`src/rtl/fhu_pkg.sv`:
```
package fhu_pkg;
  typedef enum logic [1:0] {
    SRC_RF       = 2'd0,
    SRC_EXM_ALU  = 2'd1,
    SRC_MWB_ALU  = 2'd2,
    SRC_MWB_LOAD = 2'd3
  } fwd_src_e;
endpackage

```
`src/rtl/operand_fwd_sel.sv`:
```
module operand_fwd_sel
  import fhu_pkg::*;
#(
  parameter int RW = 5
) (
  input  logic [RW-1:0] src_reg,
  input  logic [RW-1:0] exm_rd,
  input  logic          exm_we,
  input  logic          exm_is_load,
  input  logic [RW-1:0] mwb_rd,
  input  logic          mwb_we,
  input  logic          mwb_is_load,
  output fwd_src_e      sel
);
  logic src_live;
  logic hit_exm;
  logic hit_mwb;

  always_comb begin
    src_live = (src_reg != '0);
    hit_exm  = src_live && exm_we && !exm_is_load && (exm_rd == src_reg);
    hit_mwb  = src_live && mwb_we && (mwb_rd == src_reg);
    // youngest writer first
    if (hit_exm)
      sel = SRC_EXM_ALU;
    else if (hit_mwb)
      sel = mwb_is_load ? SRC_MWB_LOAD : SRC_MWB_ALU;
    else
      sel = SRC_RF;
  end
endmodule

```
`src/rtl/loaduse_ctrl.sv`:
```
module loaduse_ctrl #(
  parameter int RW = 5
) (
  input  logic [RW-1:0] ifid_rs1,
  input  logic [RW-1:0] ifid_rs2,
  input  logic          ifid_is_store,
  input  logic [RW-1:0] idex_rd,
  input  logic          idex_we,
  input  logic          idex_is_load,
  input  logic          branch_taken,
  output logic          stall,
  output logic          flush
);
  logic ld_live;
  logic use_a;
  logic use_b;

  always_comb begin
    ld_live = idex_is_load && idex_we && (idex_rd != '0);
    use_a   = (ifid_rs1 == idex_rd);
    // a store's data operand is served from memory output, no stall
    use_b   = (ifid_rs2 == idex_rd) && !ifid_is_store;
    flush   = branch_taken;
    stall   = ld_live && (use_a || use_b) && !branch_taken;
  end
endmodule

```
`src/rtl/store_data_fwd.sv`:
```
module store_data_fwd #(
  parameter int RW = 5
) (
  input  logic          exm_is_store,
  input  logic [RW-1:0] exm_rs2,
  input  logic [RW-1:0] mwb_rd,
  input  logic          mwb_we,
  input  logic          mwb_is_load,
  output logic          sd_fwd
);
  always_comb begin
    sd_fwd = exm_is_store && mwb_is_load && mwb_we &&
             (mwb_rd != '0) && (mwb_rd == exm_rs2);
  end
endmodule

```
`src/rtl/fwd_hazard_unit.sv`:
```
module fwd_hazard_unit
  import fhu_pkg::*;
#(
  parameter int RW = 5
) (
  input  logic          clk,
  input  logic          rst_n,
  input  logic [RW-1:0] ifid_rs1,
  input  logic [RW-1:0] ifid_rs2,
  input  logic          ifid_is_store,
  input  logic [RW-1:0] idex_rs1,
  input  logic [RW-1:0] idex_rs2,
  input  logic [RW-1:0] idex_rd,
  input  logic          idex_we,
  input  logic          idex_is_load,
  input  logic [RW-1:0] exm_rd,
  input  logic          exm_we,
  input  logic          exm_is_load,
  input  logic          exm_is_store,
  input  logic [RW-1:0] exm_rs2,
  input  logic [RW-1:0] mwb_rd,
  input  logic          mwb_we,
  input  logic          mwb_is_load,
  input  logic          branch_taken,
  output logic [1:0]    fwd_a_sel,
  output logic [1:0]    fwd_b_sel,
  output logic          st_data_fwd,
  output logic          pc_hold,
  output logic          ifid_hold,
  output logic          idex_bubble,
  output logic          ifid_flush,
  output logic          idex_flush
);
  localparam int NOPS = 2;

  logic [RW-1:0] op_reg [NOPS];
  fwd_src_e      op_sel [NOPS];
  logic          stall;
  logic          flush;

  assign op_reg[0] = idex_rs1;
  assign op_reg[1] = idex_rs2;

  for (genvar g = 0; g < NOPS; g++) begin : g_op
    operand_fwd_sel #(.RW(RW)) u_sel (
      .src_reg     (op_reg[g]),
      .exm_rd      (exm_rd),
      .exm_we      (exm_we),
      .exm_is_load (exm_is_load),
      .mwb_rd      (mwb_rd),
      .mwb_we      (mwb_we),
      .mwb_is_load (mwb_is_load),
      .sel         (op_sel[g])
    );
  end

  assign fwd_a_sel = op_sel[0];
  assign fwd_b_sel = op_sel[1];

  loaduse_ctrl #(.RW(RW)) u_hz (
    .ifid_rs1      (ifid_rs1),
    .ifid_rs2      (ifid_rs2),
    .ifid_is_store (ifid_is_store),
    .idex_rd       (idex_rd),
    .idex_we       (idex_we),
    .idex_is_load  (idex_is_load),
    .branch_taken  (branch_taken),
    .stall         (stall),
    .flush         (flush)
  );

  store_data_fwd #(.RW(RW)) u_sd (
    .exm_is_store (exm_is_store),
    .exm_rs2      (exm_rs2),
    .mwb_rd       (mwb_rd),
    .mwb_we       (mwb_we),
    .mwb_is_load  (mwb_is_load),
    .sd_fwd       (st_data_fwd)
  );

  always_comb begin
    pc_hold     = stall;
    ifid_hold   = stall;
    idex_bubble = stall;
    ifid_flush  = flush;
    idex_flush  = flush;
  end

  AST_YOUNG_WINS_A: assert property (@(posedge clk) disable iff (!rst_n)
    (idex_rs1 != '0 && exm_we && !exm_is_load && exm_rd == idex_rs1)
      |-> fwd_a_sel == 2'd1);
  AST_X0_NO_FWD: assert property (@(posedge clk) disable iff (!rst_n)
    (idex_rs1 == '0) |-> (fwd_a_sel == 2'd0));
  AST_NO_WE_NO_FWD: assert property (@(posedge clk) disable iff (!rst_n)
    (!exm_we && !mwb_we) |-> (fwd_a_sel == 2'd0 && fwd_b_sel == 2'd0));
  AST_STALL_NEEDS_LOAD: assert property (@(posedge clk) disable iff (!rst_n)
    pc_hold |-> (idex_is_load && idex_we && idex_rd != '0));
  AST_SD_AFTER_LOAD: assert property (@(posedge clk) disable iff (!rst_n)
    st_data_fwd |-> (mwb_is_load && mwb_we && exm_is_store));
  AST_FLUSH_OVER_STALL: assert property (@(posedge clk) disable iff (!rst_n)
    branch_taken |-> (ifid_flush && idex_flush && !pc_hold && !idex_bubble));
  AST_EXM_LOAD_SKIP: assert property (@(posedge clk) disable iff (!rst_n)
    exm_is_load |-> (fwd_a_sel != 2'd1 && fwd_b_sel != 2'd1));
endmodule

```
`config.mk`:
```
export PLATFORM = sky130hd
export DESIGN_NAME = fwd_hazard_unit
export DESIGN_NICKNAME = d
export VERILOG_FILES = /design/src/rtl/fhu_pkg.sv /design/src/rtl/operand_fwd_sel.sv /design/src/rtl/loaduse_ctrl.sv /design/src/rtl/store_data_fwd.sv /design/src/rtl/fwd_hazard_unit.sv
export SDC_FILE = /design/constraint.sdc
export NUM_CORES = 1
export LEC_CHECK = 0
export BUFFER_PORTS_ARGS = -buffer_cell sky130_fd_sc_hd__buf_2
export CAP_MARGIN = 20
export CORE_UTILIZATION = 36
export DETAILED_ROUTE_END_ITERATION = 10
export GPL_ROUTABILITY_DRIVEN = 1
export PLACE_DENSITY = 0.84
export RECOVER_POWER = 50
export SLEW_MARGIN = 20
export SYNTH_ARGS = -nofsm -noshare
export SYNTH_HDL_FRONTEND = slang
export SYNTH_HIERARCHICAL = 1
export SYNTH_SLANG_ARGS = --single-unit
export TNS_END_PERCENT = 50
```
`constraint.sdc`:
```
create_clock -name vclk -period 1.3
set_input_delay 0.065 -clock vclk [all_inputs]
set_output_delay 0.065 -clock vclk [all_outputs]
set_load 0.01 [all_outputs]
```
==> qor.txt, run 1 <==
Rows: 13
Fin. Hold Viols: 0
fillcell total: 104
outcome: finished with violations
ranking of synthesized cells by area: xnor2_1 40%, xor2_1 16%, nand4_1 6.8%, buf_4 5.5%, nor3_1 4.5%
critical path type: primary input to output pin
router iterations before antenna repair: 4
gpl congestion: 0.684
Synth area leader: xnor2_1
Core ar.: 0.00137 sq mm
WL per Instance: 11.9 um
Worst setup EP type: output pin
CP max FO: 2
critical path data required time: 1.24 ns
largest family of logic cells by synthesized area: XOR/XNOR gates
die height: 41.1 um
pwr/cell area: 302 mW/mm^2
CTS Hold Bufs: 0
# diodes: 0
Design Power: 0.290 mW
Initial Util: 0.403
Worst setup SP type: primary input
clock buf count: 0
Synth Area in XOR/XNOR: 0.557
Iter 0 DRT Violations: 8
Lkg Pwr: 0.447 nW
slew margin rel.: 0.731
crit path time final: 1.31 ns
largest net degree at the start of global routing: 6
Sequential Area: 0 sq um
Die X: 41.1 um
initial antenna violation count: 0
Yosys warning count: 6
Synth-to-Final Area Change: 74.3%
Period Utilization, post-route: 1.01
antenna-violating nets left: 0
share of cells above drive strength 1: 0.561
simple-gate share of the synthesized area: 0.311
fmax: 763 MHz
final wirelength: 1.75 mm
mux contribution to synthesized area: 0
Syn Inst Count: 71
vias in the first global route: 607
hold crit path type: primary input to output pin
global route overflow: 0
hpwl dp: 1.59 mm
IO Pins: 61
Mapped Area: 551 sq um
sequential cells: 0
Worst VDD drop: 156 uV
vias per cell: 5.18
die area: 0.00169 sq mm
Worst Tran Pin Value: 0.400 ns
Port Buffer Count: 59
vias: 761
violated checks: setup timing
All-Layer GR Usage: 0.189
Distinct cells, synth: 15
worst stage delay on the critical path: 0.54 ns
top cell type's share of synthesized area: 0.398
post-synthesis sequential area ratio: 0
final worst slack: -0.00982 ns
Worst EP arrival: 1.24 ns
fin. max-slew vios: 0
Setup Slack @ Placement: -0.0573 ns
Synth Area in Adders: 0
placed insts: 147
Total Nets Final: 185
compound-cell area share of the yosys netlist: 0.0773
fin cells: 147
RSZ-0062 raised after global routing: true
Max Cap Viol: 0
slowest stage cell, crit path: or4_4
Setup Buffers After CTS: 0
Synth Area per Inst: 7.75 sq um
Final setup viols: 2
first-pass GRT wire length: 2.19 mm
crit path cell chain: buf_6 > or4_4 > nor2_4 > nor2_1 > a41o_1 > buf_2
residual DRC count: 0
Synthesized Nets: 122
-- path summary, 6_finish.rpt --
| path | startpoint | end | cells after the start |
|---|---|---|---|
| hold / removal | branch_taken | idex_flush | 2 |
| setup / recovery | idex_rs2[2] | fwd_b_sel[0] | 6 |
-- synth_stat cells --
library cell,count
a2111oi_2,1
a22oi_1,1
nand4_1,6
xnor2_1,25
nor3_1,5
nor4_2,1
nand3b_1,2
nor2_2,2
xor2_1,10
nor2_1,6
nand2_1,1
buf_4,4
and4b_1,2
a41o_1,2
or4_1,3
-- per-layer routing --
layer,up-vias,wire length (um),track usage,share of wire
met5,-,0,0,0
met4,0,10,0,0.0057
met3,6,160,0,0.092
met2,55,1020,0.492,0.58
met1,327,560,0.142,0.32
li1,373,-,-,-
-- worst max-delay path, delay by kind of cell --
kind	cells	cell delay, ns
AO/OA/AOI/OAI	1	0.22
buffers and inverters	2	0.22
AND/OR/NAND/NOR	3	0.73
-- cell usage in the layout, fill, tap and decap left out, types with 2 or more instances in the layout --
| cell | Yosys | final |
|---|---|---|
| buf_2 | 0 | 54 |
| xnor2_1 | 25 | 25 |
| xor2_1 | 10 | 10 |
| nand4_1 | 6 | 6 |
| nor2_1 | 6 | 6 |
| buf_4 | 4 | 6 |
| buf_6 | 0 | 4 |
| or4_4 | 0 | 2 |
| nor2_4 | 0 | 2 |
| nand3b_1 | 2 | 2 |
| a41o_1 | 2 | 2 |
| and4b_1 | 2 | 2 |
| nor3_2 | 0 | 2 |
| nor3_1 | 5 | 2 |
-- final cells by class --
| type | instances | area (sq um) | area share |
|---|---|---|---|
| Multi-Input combinational cell | 67 | 577 | 0.601 |
| Tap cell | 15 | 18.8 | 0.0196 |
| Timing Repair Buffer | 65 | 364 | 0.379 |
-- logic make-up after synthesis --
group / Yosys count
AO/OA/AOI/OAI: 4
AND/OR/NAND/NOR: 28
buffers and inverters: 4
XOR/XNOR: 35
-- metrics by stage --
step	setup TNS, ns	hold WS [ns]	area, sq um	utilization
2_1_floorplan	0	0.155	563	-
3_3_place_gp	-0.0240	0.378	892	0.653
3_5_place_dp	-0.231	0.379	892	0.653
4_1_cts	-0.0166	0.382	915	0.669
5_1_grt	-0.194	0.384	960	0.702
6_report	-0.0161	0.375	960	0.702
-- power breakdown --
group          internal (mW)  total (mW)  switching (mW)  leakage (nW)
logic                  0.155       0.290           0.134         0.447
registers                  0           0               0             0
clock network              0           0               0             0
total                  0.155       0.290           0.134         0.447
-- timing repair --
action / 4_1_cts / 5_1_grt
gates resized for setup: 5 / 8
pin swaps: 2 / 4
endpoints found under the setup margin: 7 / 7
No activity file was read; power rests on OpenSTA's default activity.
==> run 2: changes to the inputs <==
Settings changed: ABC_AREA from default to 1, CORE_UTILIZATION 36 to 45, PLACE_DENSITY 0.84 to 0.85.
==> run 2 against run 1 <==
  * The flow now finishes without violations
  * Combinational power up 12%
  * Core utilization down 7.5 points
  * Clock-buffer cell count unchanged
  * Wire length rose by 33%
  * Fmax grew 41%
  * Die area increased by 35%
  * Via count grew 77%
  * Critical path type unchanged
  * Critical path depth rose by 3
  * Final cell count up 110%
  * Power grew 13%
  * Non-clock buffer count is 6 lower
  * Global-route usage increased by 3.2 points
==> qor.txt, run 2 <==
Synthesized Nets: 271
vias in the first global route: 1069
Core ar.: 0.00196 sq mm
router iterations before antenna repair: 4
All-Layer GR Usage: 0.221
fillcell total: 233
antenna-violating nets left: 0
multi-input logic area: 694 sq um
crit path cell chain: buf_2 > inv_1 > nand2_1 > nand2_1 > nor2_1 > nand2_1 > nor2_1 > nor2_1 > buf_2
Setup Buffers After CTS: 0
pwr/cell area: 265 mW/mm^2
post-placement cell area: 0.00124 sq mm
Layout Cell Area excl Fill: 0.00123 sq mm
RSZ-0062 raised after global routing: false
CTS Hold Bufs: 0
ranking of synthesized cells by area: nand2_1 37%, inv_1 18%, nor2_1 11%, nor2_2 6.0%, nand2_2 5.3%
Synth area leader: nand2_1
slowest stage cell, crit path: nor2_1
Synth-to-Final Area Change: 31.0%
critical path type: primary input to output pin
Syn Inst Count: 220
clock buf count: 0
sequential cells: 0
Worst setup EP type: output pin
fin cells: 302
CTS resizes: 0
Initial Util: 0.479
final wirelength: 2.33 mm
Distinct cells, synth: 15
Lkg Pwr: 0.882 nW
Max Cap Viol: 0
hold crit path type: primary input to output pin
worst stage delay on the critical path: 0.14 ns
vias per cell: 4.46
IO Pins: 61
Rows: 16
critical path data required time: 1.24 ns
post-synthesis sequential area ratio: 0
slew margin rel.: 0.877
Final setup viols: 0
fmax: 1080 MHz
Total Nets Final: 328
Die X: 47.7 um
Worst VDD drop: 121 uV
hpwl dp: 2.08 mm
Iter 0 DRT Violations: 27
initial antenna violation count: 0
top cell type's share of synthesized area: 0.368
vias: 1346
Worst Tran Pin Value: 0.184 ns
setup TNS: 0 ns
Period Utilization, post-route: 0.714
placed insts: 302
Mapped Area: 940 sq um
Yosys warning count: 6
top cells by count, synth: 92 x nand2_1, 46 x inv_1, 28 x nor2_1
gpl congestion: 0.879
die height: 47.7 um
CP max FO: 4
Synth Area per Inst: 4.27 sq um
fin. max-slew vios: 0
largest net degree at the start of global routing: 8
commonest non-fill, non-tap cells in the layout: 92 x nand2_1, 55 x buf_2, 46 x inv_1
die area: 0.00227 sq mm
residual DRC count: 0
Worst setup SP type: primary input
global route overflow: 0
Sequential Area: 0 sq um
first-pass GRT wire length: 3.82 mm
Port Buffer Count: 59
crit path time final: 0.928 ns
Fin. Hold Viols: 0
most common cell after layout, fill and taps aside: nand2_1
most common cell in the netlist: nand2_1
outcome: finished, final reports clean
WL per Instance: 7.72 um
# diodes: 0
Worst EP arrival: 0.86 ns
share of cells above drive strength 1: 0.298
[run 2: cell types whose count changed in the layout (fill, tap and decap cells not counted), moves of 6 or more]
| cell | before | now |
|---|---|---|
| inv_1 | 0 | 46 |
| nand3_1 | 0 | 7 |
| buf_4 | 6 | 0 |
| nand2_2 | 0 | 8 |
| nor2_2 | 0 | 8 |
| inv_2 | 0 | 7 |
| nor2_1 | 6 | 29 |
| nand2_1 | 1 | 92 |
| xnor2_1 | 25 | 1 |
| xor2_1 | 10 | 0 |
[run 2: cells by family (layout without fill, tap and decap cells)]
| logic type | after synthesis | in the layout | synth area share |
|---|---|---|---|
| simple gates | 153 | 153 | 0.700 |
| buf+inv | 60 | 115 | 0.258 |
| compound gates | 6 | 6 | 0.0320 |
| xor+xnor | 1 | 1 | 0.00932 |
[run 2: area by class of cell]
type,instances,share of cell area
Inverter,56,0.173
Tap cell,27,0.0274
Timing Repair Buffer,59,0.236
Multi-Input combinational cell,160,0.564
[run 2: metrics by stage]
stage	utilization	hold slack (ns)	power [mW]	setup WS, ns
after floorplan	-	0.227	0.191	0.397
after global placement	0.631	0.337	0.320	0.395
after detailed placement	0.631	0.341	0.326	0.371
after CTS	0.631	0.341	0.328	0.368
after global routing	0.628	0.388	0.379	0.192
final	0.628	0.357	0.326	0.372
[run 2: power breakdown]
| group | internal, mW | switching (mW) | total [mW] | leakage [nW] |
|---|---|---|---|---|
| combinational | 0.136 | 0.190 | 0.326 | 0.882 |
| sequential | 0 | 0 | 0 | 0 |
| clock | 0 | 0 | 0 | 0 |
| total | 0.136 | 0.190 | 0.326 | 0.882 |
[run 2: path summary, 6_finish.rpt]
| kind | startpoint | end | slack, ns | depth (start not counted) |
|---|---|---|---|---|
| worst max-delay path | exm_rd[4] | fwd_a_sel[1] | 0.37 | 9 |
| worst min-delay path | branch_taken | ifid_flush | 0.36 | 2 |
[run 2: metal layers]
layer	GRT usage	vias up	share of wire
met3	0.0113	4	0.059
li1	-	742	-
met4	0.0611	0	0.015
met1	0.269	553	0.44
met5	0	-	0
met2	0.416	47	0.49
[run 2: worst max-delay path, delay by kind of cell]
kind          cells  cell delay (ns)
simple gates      6             0.51
buf+inv           3             0.29
==> run 3: changes to the inputs <==
Settings changed: ABC_AREA 1 to 0, CORE_UTILIZATION 45 to 36, PLACE_DENSITY 0.85 to 0.84.
Clock period 1.3 ns to 0.9 ns, I/O delays scaled along.
==> run 3 against run 2 <==
  * The flow now finishes with violations (setup timing)
  * Worst setup slack lost 0.75 ns
  * Final cell count shrank 48%
  * Clock-buffer cell count stayed put
  * Via count is 42% lower
  * Critical path depth down 3
  * First-iteration DRC count is 89% lower
  * Final area is 14% lower
  * Flip-flop and latch count is the same
  * Combinational power is 46% higher
  * Wire length down 7.5%
  * Core utilization up 15 points
  * Critical path type unchanged
  * Largest power group unchanged
==> qor.txt, run 3 (same netlist as run 1, synthesis figures left out) <==
most common cell after layout, fill and taps aside: buf_2
vias: 778
commonest non-fill, non-tap cells in the layout: 50 x buf_2, 25 x xnor2_1, 16 x buf_4
final worst slack: -0.374 ns
CTS Hold Bufs: 0
post-placement cell area: 960 sq um
fmax: 785 MHz
die height: 41.1 um
Period Utilization, post-route: 1.42
violated checks: setup timing
Max Cap Viol: 0
Port Buffer Count: 59
final wirelength: 2.16 mm
fin cells: 157
largest net degree at the start of global routing: 6
Top Family by Delay on Critical Path: simple AND/OR/NAND/NOR gates
Lkg Pwr: 0.507 nW
antenna-violating nets left: 0
global route overflow: 0
Worst EP arrival: 1.23 ns
Sequential Area: 0 sq um
CP max FO: 2
Worst Tran Pin Value: 0.361 ns
die area: 0.00169 sq mm
multi-input logic area: 581 sq um
clock buf count: 0
vias per cell: 4.96
placed insts: 156
initial antenna violation count: 0
Layout Cell Area excl Fill: 0.00106 sq mm
Rows: 13
IO Pins: 61
share of cells above drive strength 1: 0.606
slowest stage cell, crit path: or4_4
gpl congestion: 0.867
Initial Util: 0.403
worst stage delay on the critical path: 0.55 ns
outcome: finished with violations
Synth-to-Final Area Change: 93.2%
router iterations before antenna repair: 4
WL per Instance: 13.7 um
critical path data required time: 0.85 ns
critical path type: primary input to output pin
Worst VDD drop: 255 uV
Total Nets Final: 195
crit path cell chain: buf_6 > or4_4 > nor2_4 > nor3_2 > and4b_1 > buf_2
Worst setup EP type: output pin
crit path time final: 1.27 ns
All-Layer GR Usage: 0.270
slew margin rel.: 0.757
Iter 0 DRT Violations: 3
RSZ-0062 raised after global routing: true
fin. max-slew vios: 0
Core ar.: 0.00137 sq mm
hpwl dp: 1.72 mm
pwr/cell area: 447 mW/mm^2
sequential cells: 0
first-pass GRT wire length: 3.06 mm
Die X: 41.1 um
Fin. Hold Viols: 0
Final setup viols: 8
hold crit path type: primary input to output pin
CP bufs+invs: 2
residual DRC count: 0
vias in the first global route: 716
Worst setup SP type: primary input
fillcell total: 96
# diodes: 0
run 3: cell types whose count changed in the layout (fill, tap and decap cells not counted), sizes merged, moves of 4 or more:
| cell | previous run | this run |
|---|---|---|
| buf | 55 | 74 |
| inv | 53 | 0 |
| nand2 | 100 | 1 |
| nand3 | 7 | 0 |
| nor2 | 39 | 8 |
| nor3 | 0 | 5 |
| o21ai | 4 | 0 |
| xnor2 | 1 | 25 |
| xor2 | 0 | 10 |
run 3: layer usage:
metal | track usage | share of wire | wire, um | vias up
met4 | 0.0726 | 0.024 | 52 | 0
li1 | - | - | - | 399
met1 | 0.278 | 0.38 | 815 | 347
met2 | 0.551 | 0.55 | 1190 | 26
met5 | 0 | 0 | 0 | -
met3 | 0.0326 | 0.045 | 96 | 6
run 3: per-stage QoR:
stage / setup slack (ns) / hold slack, ns / power (mW) / TNS [ns] / util
floorplan: -0.200 / 0.123 / 0.183 / -0.999 / -
finish: -0.374 / 0.338 / 0.475 / -2.29 / 0.778
global placement: -0.363 / 0.335 / 0.406 / -2.44 / 0.702
CTS: -0.361 / 0.341 / 0.461 / -2.30 / 0.769
global route: -0.463 / 0.351 / 0.515 / -2.77 / 0.778
detailed placement: -0.430 / 0.340 / 0.421 / -2.68 / 0.702
run 3: worst paths after layout:
path	start	end	slack, ns	cells past startpoint
setup / recovery	idex_rs1[3]	fwd_a_sel[1]	-0.37	6
hold / removal	branch_taken	idex_flush	0.34	2
run 3: final cells by class:
type | instances | share of cell area
Timing Repair Buffer | 75 | 0.436
Multi-Input combinational cell | 67 | 0.546
Tap cell | 15 | 0.0176
run 3: report_power, final:
part | internal (mW) | leakage [nW] | switching (mW)
Combinational | 0.266 | 0.507 | 0.209
Sequential | 0 | 0 | 0
Clock | 0 | 0 | 0
run 3: repair_timing:
item                                    CTS  global route
gates cloned                              0             0
pin swaps                                11             2
endpoints found under the hold margin     0             0
gates resized for setup                  18             2
buffers inserted                          1             0
endpoints found under the setup margin    8             8
